**src/rtl/ghist_pkg.sv**
```systemverilog
package ghist_pkg;
  typedef logic [1:0] ctr_t;
  localparam ctr_t CTR_INIT = 2'd1;

  function automatic ctr_t ctr_step(ctr_t c, logic taken);
    if (taken) return (c == 2'd3) ? c : c + 2'd1;
    else       return (c == 2'd0) ? c : c - 2'd1;
  endfunction
endpackage

```
**src/rtl/ghist_hash.sv**
```systemverilog
module ghist_hash #(
  parameter int PC_W   = 32,
  parameter int IDX_W  = 10,
  parameter int PC_LSB = 2
) (
  input  logic [PC_W-1:0]  pc,
  input  logic [IDX_W-1:0] hist,
  output logic [IDX_W-1:0] idx
);
  assign idx = pc[PC_LSB +: IDX_W] ^ hist;
endmodule

```
**src/rtl/ghist_ctr_ram.sv**
```systemverilog
module ghist_ctr_ram
  import ghist_pkg::*;
#(
  parameter int IDX_W  = 10,
  parameter int COL_LG = 5
) (
  input  logic             clk,
  input  logic             rst,
  input  logic             rd_en,
  input  logic [IDX_W-1:0] rd_idx,
  output ctr_t             rd_ctr,
  input  logic             wr_en,
  input  logic [IDX_W-1:0] wr_idx,
  input  ctr_t             wr_ctr
);
  localparam int ROW_LG   = IDX_W - COL_LG;
  localparam int ROWS     = 1 << ROW_LG;
  localparam int LANES    = 1 << COL_LG;
  localparam int ROW_BITS = 2 * LANES;

  logic [ROW_BITS-1:0] mem [ROWS];
  logic [ROWS-1:0]     row_vld;
  logic [ROW_BITS-1:0] rd_row_q;
  logic                rd_vld_q;
  logic [COL_LG-1:0]   rd_col_q;

  logic [ROW_LG-1:0]   rd_row, wr_row;
  logic [COL_LG-1:0]   rd_col, wr_col;
  logic [ROW_BITS-1:0] wr_data;
  logic [LANES-1:0]    lane_we;

  assign rd_row = rd_idx[IDX_W-1:COL_LG];
  assign rd_col = rd_idx[COL_LG-1:0];
  assign wr_row = wr_idx[IDX_W-1:COL_LG];
  assign wr_col = wr_idx[COL_LG-1:0];

  // a fresh row is written whole so its untouched lanes start at CTR_INIT
  for (genvar l = 0; l < LANES; l++) begin : g_lane
    assign lane_we[l]          = (wr_col == COL_LG'(l)) || !row_vld[wr_row];
    assign wr_data[2*l +: 2]   = (wr_col == COL_LG'(l)) ? wr_ctr : CTR_INIT;
  end

  always_ff @(posedge clk) begin
    if (wr_en) begin
      for (int l = 0; l < LANES; l++) begin
        if (lane_we[l]) mem[wr_row][2*l +: 2] <= wr_data[2*l +: 2];
      end
    end
    if (rd_en) rd_row_q <= mem[rd_row];
  end

  always_ff @(posedge clk) begin
    if (rst) begin
      row_vld  <= '0;
      rd_vld_q <= 1'b0;
      rd_col_q <= '0;
    end else begin
      if (wr_en) row_vld[wr_row] <= 1'b1;
      if (rd_en) begin
        rd_vld_q <= row_vld[rd_row];
        rd_col_q <= rd_col;
      end
    end
  end

  assign rd_ctr = rd_vld_q ? rd_row_q[{rd_col_q, 1'b0} +: 2] : CTR_INIT;
endmodule

```
**src/rtl/ghist_upd_buf.sv**
```systemverilog
module ghist_upd_buf
  import ghist_pkg::*;
#(
  parameter int IDX_W = 10
) (
  input  logic             clk,
  input  logic             rst,
  input  logic             in_valid,
  input  logic [IDX_W-1:0] in_idx,
  input  ctr_t             in_ctr,
  input  logic             in_taken,
  input  logic             port_free,
  output logic             ready,
  output logic             wr_en,
  output logic [IDX_W-1:0] wr_idx,
  output ctr_t             wr_ctr
);
  logic             held_q;
  logic [IDX_W-1:0] idx_q;
  ctr_t             ctr_q;
  logic             taken_q;

  assign ready  = !held_q;
  assign wr_en  = held_q && port_free;
  assign wr_idx = idx_q;
  assign wr_ctr = ctr_step(ctr_q, taken_q);

  always_ff @(posedge clk) begin
    if (rst) begin
      held_q  <= 1'b0;
      idx_q   <= '0;
      ctr_q   <= CTR_INIT;
      taken_q <= 1'b0;
    end else if (in_valid && !held_q) begin
      held_q  <= 1'b1;
      idx_q   <= in_idx;
      ctr_q   <= in_ctr;
      taken_q <= in_taken;
    end else if (wr_en) begin
      held_q  <= 1'b0;
    end
  end
endmodule

```
**src/rtl/ghist_predictor.sv**
```systemverilog
module ghist_predictor
  import ghist_pkg::*;
#(
  parameter int PC_W   = 32,
  parameter int IDX_W  = 10,
  parameter int COL_LG = 5,
  parameter int PC_LSB = 2
) (
  input  logic             clk,
  input  logic             rst,
  input  logic             lk_valid,
  input  logic [PC_W-1:0]  lk_pc,
  output logic             pred_valid,
  output logic             pred_taken,
  output logic [1:0]       pred_ctr,
  output logic [IDX_W-1:0] pred_idx,
  output logic [IDX_W-1:0] pred_hist,
  input  logic             upd_valid,
  output logic             upd_ready,
  input  logic [IDX_W-1:0] upd_idx,
  input  logic [1:0]       upd_ctr,
  input  logic             upd_taken,
  input  logic             upd_mispred,
  input  logic [IDX_W-1:0] upd_hist
);
  logic [IDX_W-1:0] ghist_q;
  logic [IDX_W-1:0] hash_idx;

  logic             s1_v, s2_v;
  logic [IDX_W-1:0] s1_idx, s1_hist, s2_idx, s2_hist;
  ctr_t             rd_ctr;

  logic             wr_en;
  logic [IDX_W-1:0] wr_idx;
  ctr_t             wr_ctr;
  logic             restore;

  ghist_hash #(.PC_W(PC_W), .IDX_W(IDX_W), .PC_LSB(PC_LSB)) u_hash (
    .pc(lk_pc), .hist(ghist_q), .idx(hash_idx)
  );

  ghist_ctr_ram #(.IDX_W(IDX_W), .COL_LG(COL_LG)) u_ram (
    .clk(clk), .rst(rst),
    .rd_en(s1_v), .rd_idx(s1_idx), .rd_ctr(rd_ctr),
    .wr_en(wr_en), .wr_idx(wr_idx), .wr_ctr(wr_ctr)
  );

  ghist_upd_buf #(.IDX_W(IDX_W)) u_buf (
    .clk(clk), .rst(rst),
    .in_valid(upd_valid), .in_idx(upd_idx), .in_ctr(upd_ctr), .in_taken(upd_taken),
    .port_free(!s1_v), .ready(upd_ready),
    .wr_en(wr_en), .wr_idx(wr_idx), .wr_ctr(wr_ctr)
  );

  assign restore = upd_valid && upd_ready && upd_mispred;

  // stage 1: registered hash; stage 2: array read; stage 3: registered result
  always_ff @(posedge clk) begin
    if (rst) begin
      s1_v    <= 1'b0;
      s1_idx  <= '0;
      s1_hist <= '0;
      s2_v    <= 1'b0;
      s2_idx  <= '0;
      s2_hist <= '0;
    end else begin
      s1_v    <= lk_valid;
      s1_idx  <= hash_idx;
      s1_hist <= ghist_q;
      s2_v    <= s1_v;
      s2_idx  <= s1_idx;
      s2_hist <= s1_hist;
    end
  end

  always_ff @(posedge clk) begin
    if (rst) begin
      pred_valid <= 1'b0;
      pred_taken <= 1'b0;
      pred_ctr   <= '0;
      pred_idx   <= '0;
      pred_hist  <= '0;
    end else begin
      pred_valid <= s2_v;
      if (s2_v) begin
        pred_taken <= rd_ctr[1];
        pred_ctr   <= rd_ctr;
        pred_idx   <= s2_idx;
        pred_hist  <= s2_hist;
      end
    end
  end

  always_ff @(posedge clk) begin
    if (rst)          ghist_q <= '0;
    else if (restore) ghist_q <= {upd_hist[IDX_W-2:0], upd_taken};
    else if (s2_v)    ghist_q <= {ghist_q[IDX_W-2:0], rd_ctr[1]};
  end
endmodule

```
**config.mk**
```make
export PLATFORM = sky130hd
export DESIGN_NAME = ghist_predictor
export DESIGN_NICKNAME = d
export VERILOG_FILES = /design/src/rtl/ghist_pkg.sv /design/src/rtl/ghist_hash.sv /design/src/rtl/ghist_ctr_ram.sv /design/src/rtl/ghist_upd_buf.sv /design/src/rtl/ghist_predictor.sv
export SDC_FILE = /design/constraint.sdc
export NUM_CORES = 2
export LEC_CHECK = 0
export BUFFER_PORTS_ARGS = -buffer_cell sky130_fd_sc_hd__buf_2
export CAP_MARGIN = 20
export CELL_PAD_IN_SITES_DETAIL_PLACEMENT = 0
export CELL_PAD_IN_SITES_GLOBAL_PLACEMENT = 2
export CORE_ASPECT_RATIO = 0.6
export CORE_UTILIZATION = 33
export CTS_CLUSTER_DIAMETER = 100
export DETAILED_ROUTE_END_ITERATION = 16
export GPL_TIMING_DRIVEN = 1
export PLACE_DENSITY_LB_ADDON = 0.1
export SYNTH_ARGS = -nofsm -noshare
export SYNTH_HDL_FRONTEND = slang
export SYNTH_SLANG_ARGS = --single-unit
```
**constraint.sdc**
```tcl
create_clock -name clk -period 3.1 [get_ports clk]
set_input_delay 0.465 -clock clk [delete_from_list [all_inputs] [get_ports clk]]
set_output_delay 0.465 -clock clk [all_outputs]
set_load 0.05 [all_outputs]
```
==> flow_metrics.tcl <==
set metrics [dict create \
    status "completed" \
    tightestPinTransition_ns 0.952 \
    wirelength_um 302000 \
    ys_warn_count 0 \
    yosys_most_used_dff "edfxtp_1" \
    fillers 25293 \
    fin_worst_skew_ns 0.0442 \
    p_leak_nw 39.3 \
    clock_sinks 2239 \
    start_util_pct 33.3 \
    finalSetupViolCount 0 \
    cap_violations 0 \
    fin_crit_sh_pct 96.9 \
    antenna_left 0 \
    tritoncts "yes" \
    layout_common_cells "2112 x edfxtp_1, 1070 x a21oi_1, 667 x mux4_2, 262 x buf_4, 259 x nand2_1" \
    path_cells "buf_12 > mux4_2 > a22oi_1 > nand4_1 > buf_4 > buf_12 > buf_12 > a21oi_1" \
    synth_top_cell_area_share_pct 69.2 \
    hold_viol_final 0 \
    yosysTopAreaCell "edfxtp_1" \
    end_kind "flop" \
    final_common_cell "edfxtp_1" \
    cts_buffer_depth 4 \
    dp_hpwl_um 181000 \
    syn_nets 5175 \
    path_buf_inv 4 \
    wire_per_inst_um 32.9 \
    crit_top_cell "buf_12" \
    critPathArrivalTime_ns 3.56 \
    synthDistinctLibCells 42 \
    path_class "reg2reg" \
    multi_input_area_mm2 0.0237 \
    coreArea_mm2 0.276 \
    first_pass_iters 6 \
    clock_latency_ns 0.89 \
    place_area_mm2 0.0990 \
    drive_gt1_share_pct 27.0 \
    synth_edf_count 2112 \
    initialDrtViolationCount 5883 \
    viasPerCell 5.52 \
    port-buffer-count 61 \
    slowest_delay_ns 0.57 \
    min_path_type "in2reg" \
    drc 0 \
    path_clk_slew_ns 0.06 \
    cts_buffers 221 \
    fin_area_mm2 0.106 \
    track_usage_pct 21.3 \
    synth_seq_cells 2239 \
    max_freq_mhz 333 \
    hold_start "rst" \
    cts.htree.levels 4 \
    required_ns 3.65 \
    ys_top_cells_by_area "edfxtp_1 69%, mux4_2 16%, a21oi_1 5.8%" \
    synthesis.area_mm2 0.0917 \
    slowest_stage "mux4_2" \
    crit_start "u_buf.wr_idx[5]$_SDFFE_PP0P_" \
    maxSlewHeadroom_pct 36.3 \
    startpoint_type "flop" \
    num_vias 50605 \
    crit_fanout 29 \
    rsz0062_at_grt "no" \
    crit_family "buffers and inverters" \
    finalNetCount 5341 \
    grt_overflow_total 0 \
    antenna_found_initial 55 \
    syn_avg_cell_area_um2 17.9 \
    reg2reg_setup_slack_ns 0.1 \
    grt_max_degree 93 \
    finalMaxSlewViolations 0 \
    root_buffer "clkbuf_16" \
    ir_drop_mv 0.422 \
    grt_first_pass_wirelength_um 419000 \
    die-area_mm2 0.280 \
    grt_pass1_vias 50642 \
    die_h_um 410 \
    die_w_um 683 \
    min_period_ns 3.00 \
    synthCells 5115 \
    rr_startpoint "u_buf.wr_idx[5]$_SDFFE_PP0P_" \
    synth_seq_area_share_pct 71.9 \
    synth_async_sr_flop_share_pct 0 \
    fin_util_pct 38.5 \
    regArea_mm2 0.0660 \
    power_density_mw_per_mm2 599 \
    rows 149 \
    area_growth_pct 15.8 \
    io_pins 85 \
    gp_congestion 0.759 \
]
-- metal layers --
layer  part of all wire (%)  vias up  track usage, %
li1                       -    20874               -
met1                     49    27304            34.1
met2                     41     2095            29.3
met3                    8.1      332            4.73
met4                    1.8        0            3.87
met5                      0        -               0
-- repair_timing --
action / 4_1_cts / 5_1_grt
buffers inserted: 0 / 0
endpoints found under the hold margin: 34 / 0
resized for setup: 0 / 1
endpoints found under the setup margin: 0 / 573
hold buffers: 33 / 0
-- layout make-up --
cell class,count,area share (%)
inverters,12,0.0565
repair buffers,471,4.62
well taps,3699,4.36
multi-input cells,2336,22.3
flip-flops and latches,2239,62.1
clock inverters,117,0.928
diodes,6,0.0141
clock buffers,283,5.56
-- flip-flops by register name, indices dropped and copies added (netlist names), 2 cells and up --
signal          cells
ghist_q            10
pred_ctr            2
pred_hist          10
pred_idx           10
s1_hist            10
s1_idx             10
s2_hist            10
s2_idx             10
u_buf.ctr_q         2
u_buf.wr_idx       10
u_ram.mem        2048
u_ram.rd_col_q      5
u_ram.rd_row_q     64
u_ram.row_vld      32
-- tightest hold or removal path: cells and delay by family --
family / cells / cell delay [ns]
buf+inv: 2 / 0.37
simple gates: 1 / 0.13
-- where the power goes --
group | switching, mW | leakage [nW] | internal (mW) | total, mW
Combinational | 2.40 | 11.3 | 1.47 | 3.87
Sequential | 0.142 | 24.7 | 32.9 | 33.0
Clock | 11.9 | 3.38 | 14.9 | 26.7
Total | 14.4 | 39.3 | 49.2 | 63.6
-- stage by stage --
stage	hold WS [ns]	worst slack (ns)	total power [mW]	setup TNS, ns	cells
after floorplan	0.414	0.341	35.9	0	5115
after global placement	0.421	-0.00806	37.6	-0.0161	8722
after detailed placement	0.422	0.0173	37.6	0	8723
after CTS	0.0936	0.00239	64.3	0	9156
after global routing	0.133	0.0626	65.5	0	9159
final	0.158	0.0971	63.6	0	9163
-- final timing paths --
kind | end | cells past startpoint
worst max-delay path | u_ram.mem[27][63]$_DFFE_PP_ | 8
worst min-delay path | u_ram.row_vld[29]$_SDFFE_PP0P_ | 3
worst max register to register | u_ram.mem[27][63]$_DFFE_PP_ | 8
worst min register to register | s2_hist[8]$_SDFF_PP0_ | 1
-- cell usage after synthesis (11+ instances only) --
library cell	n
inv_1	11
mux4_2	667
buf_4	43
a21oi_1	1070
buf_1	52
nor2b_1	36
mux2i_1	56
buf_2	111
dfxtp_1	127
nand3_1	34
edfxtp_1	2112
clkbuf_1	318
nor2_1	116
nand2_1	291
-- logic make-up after synthesis --
kind of cell | share of synthesized area, %
compound gates | 6.06
xor+xnor | 0.0955
fa+ha+maj | 0.0109
buf+inv | 2.57
flops | 71.9
mux | 17.0
simple gates | 2.31
(Power assumes the default switching activity.)
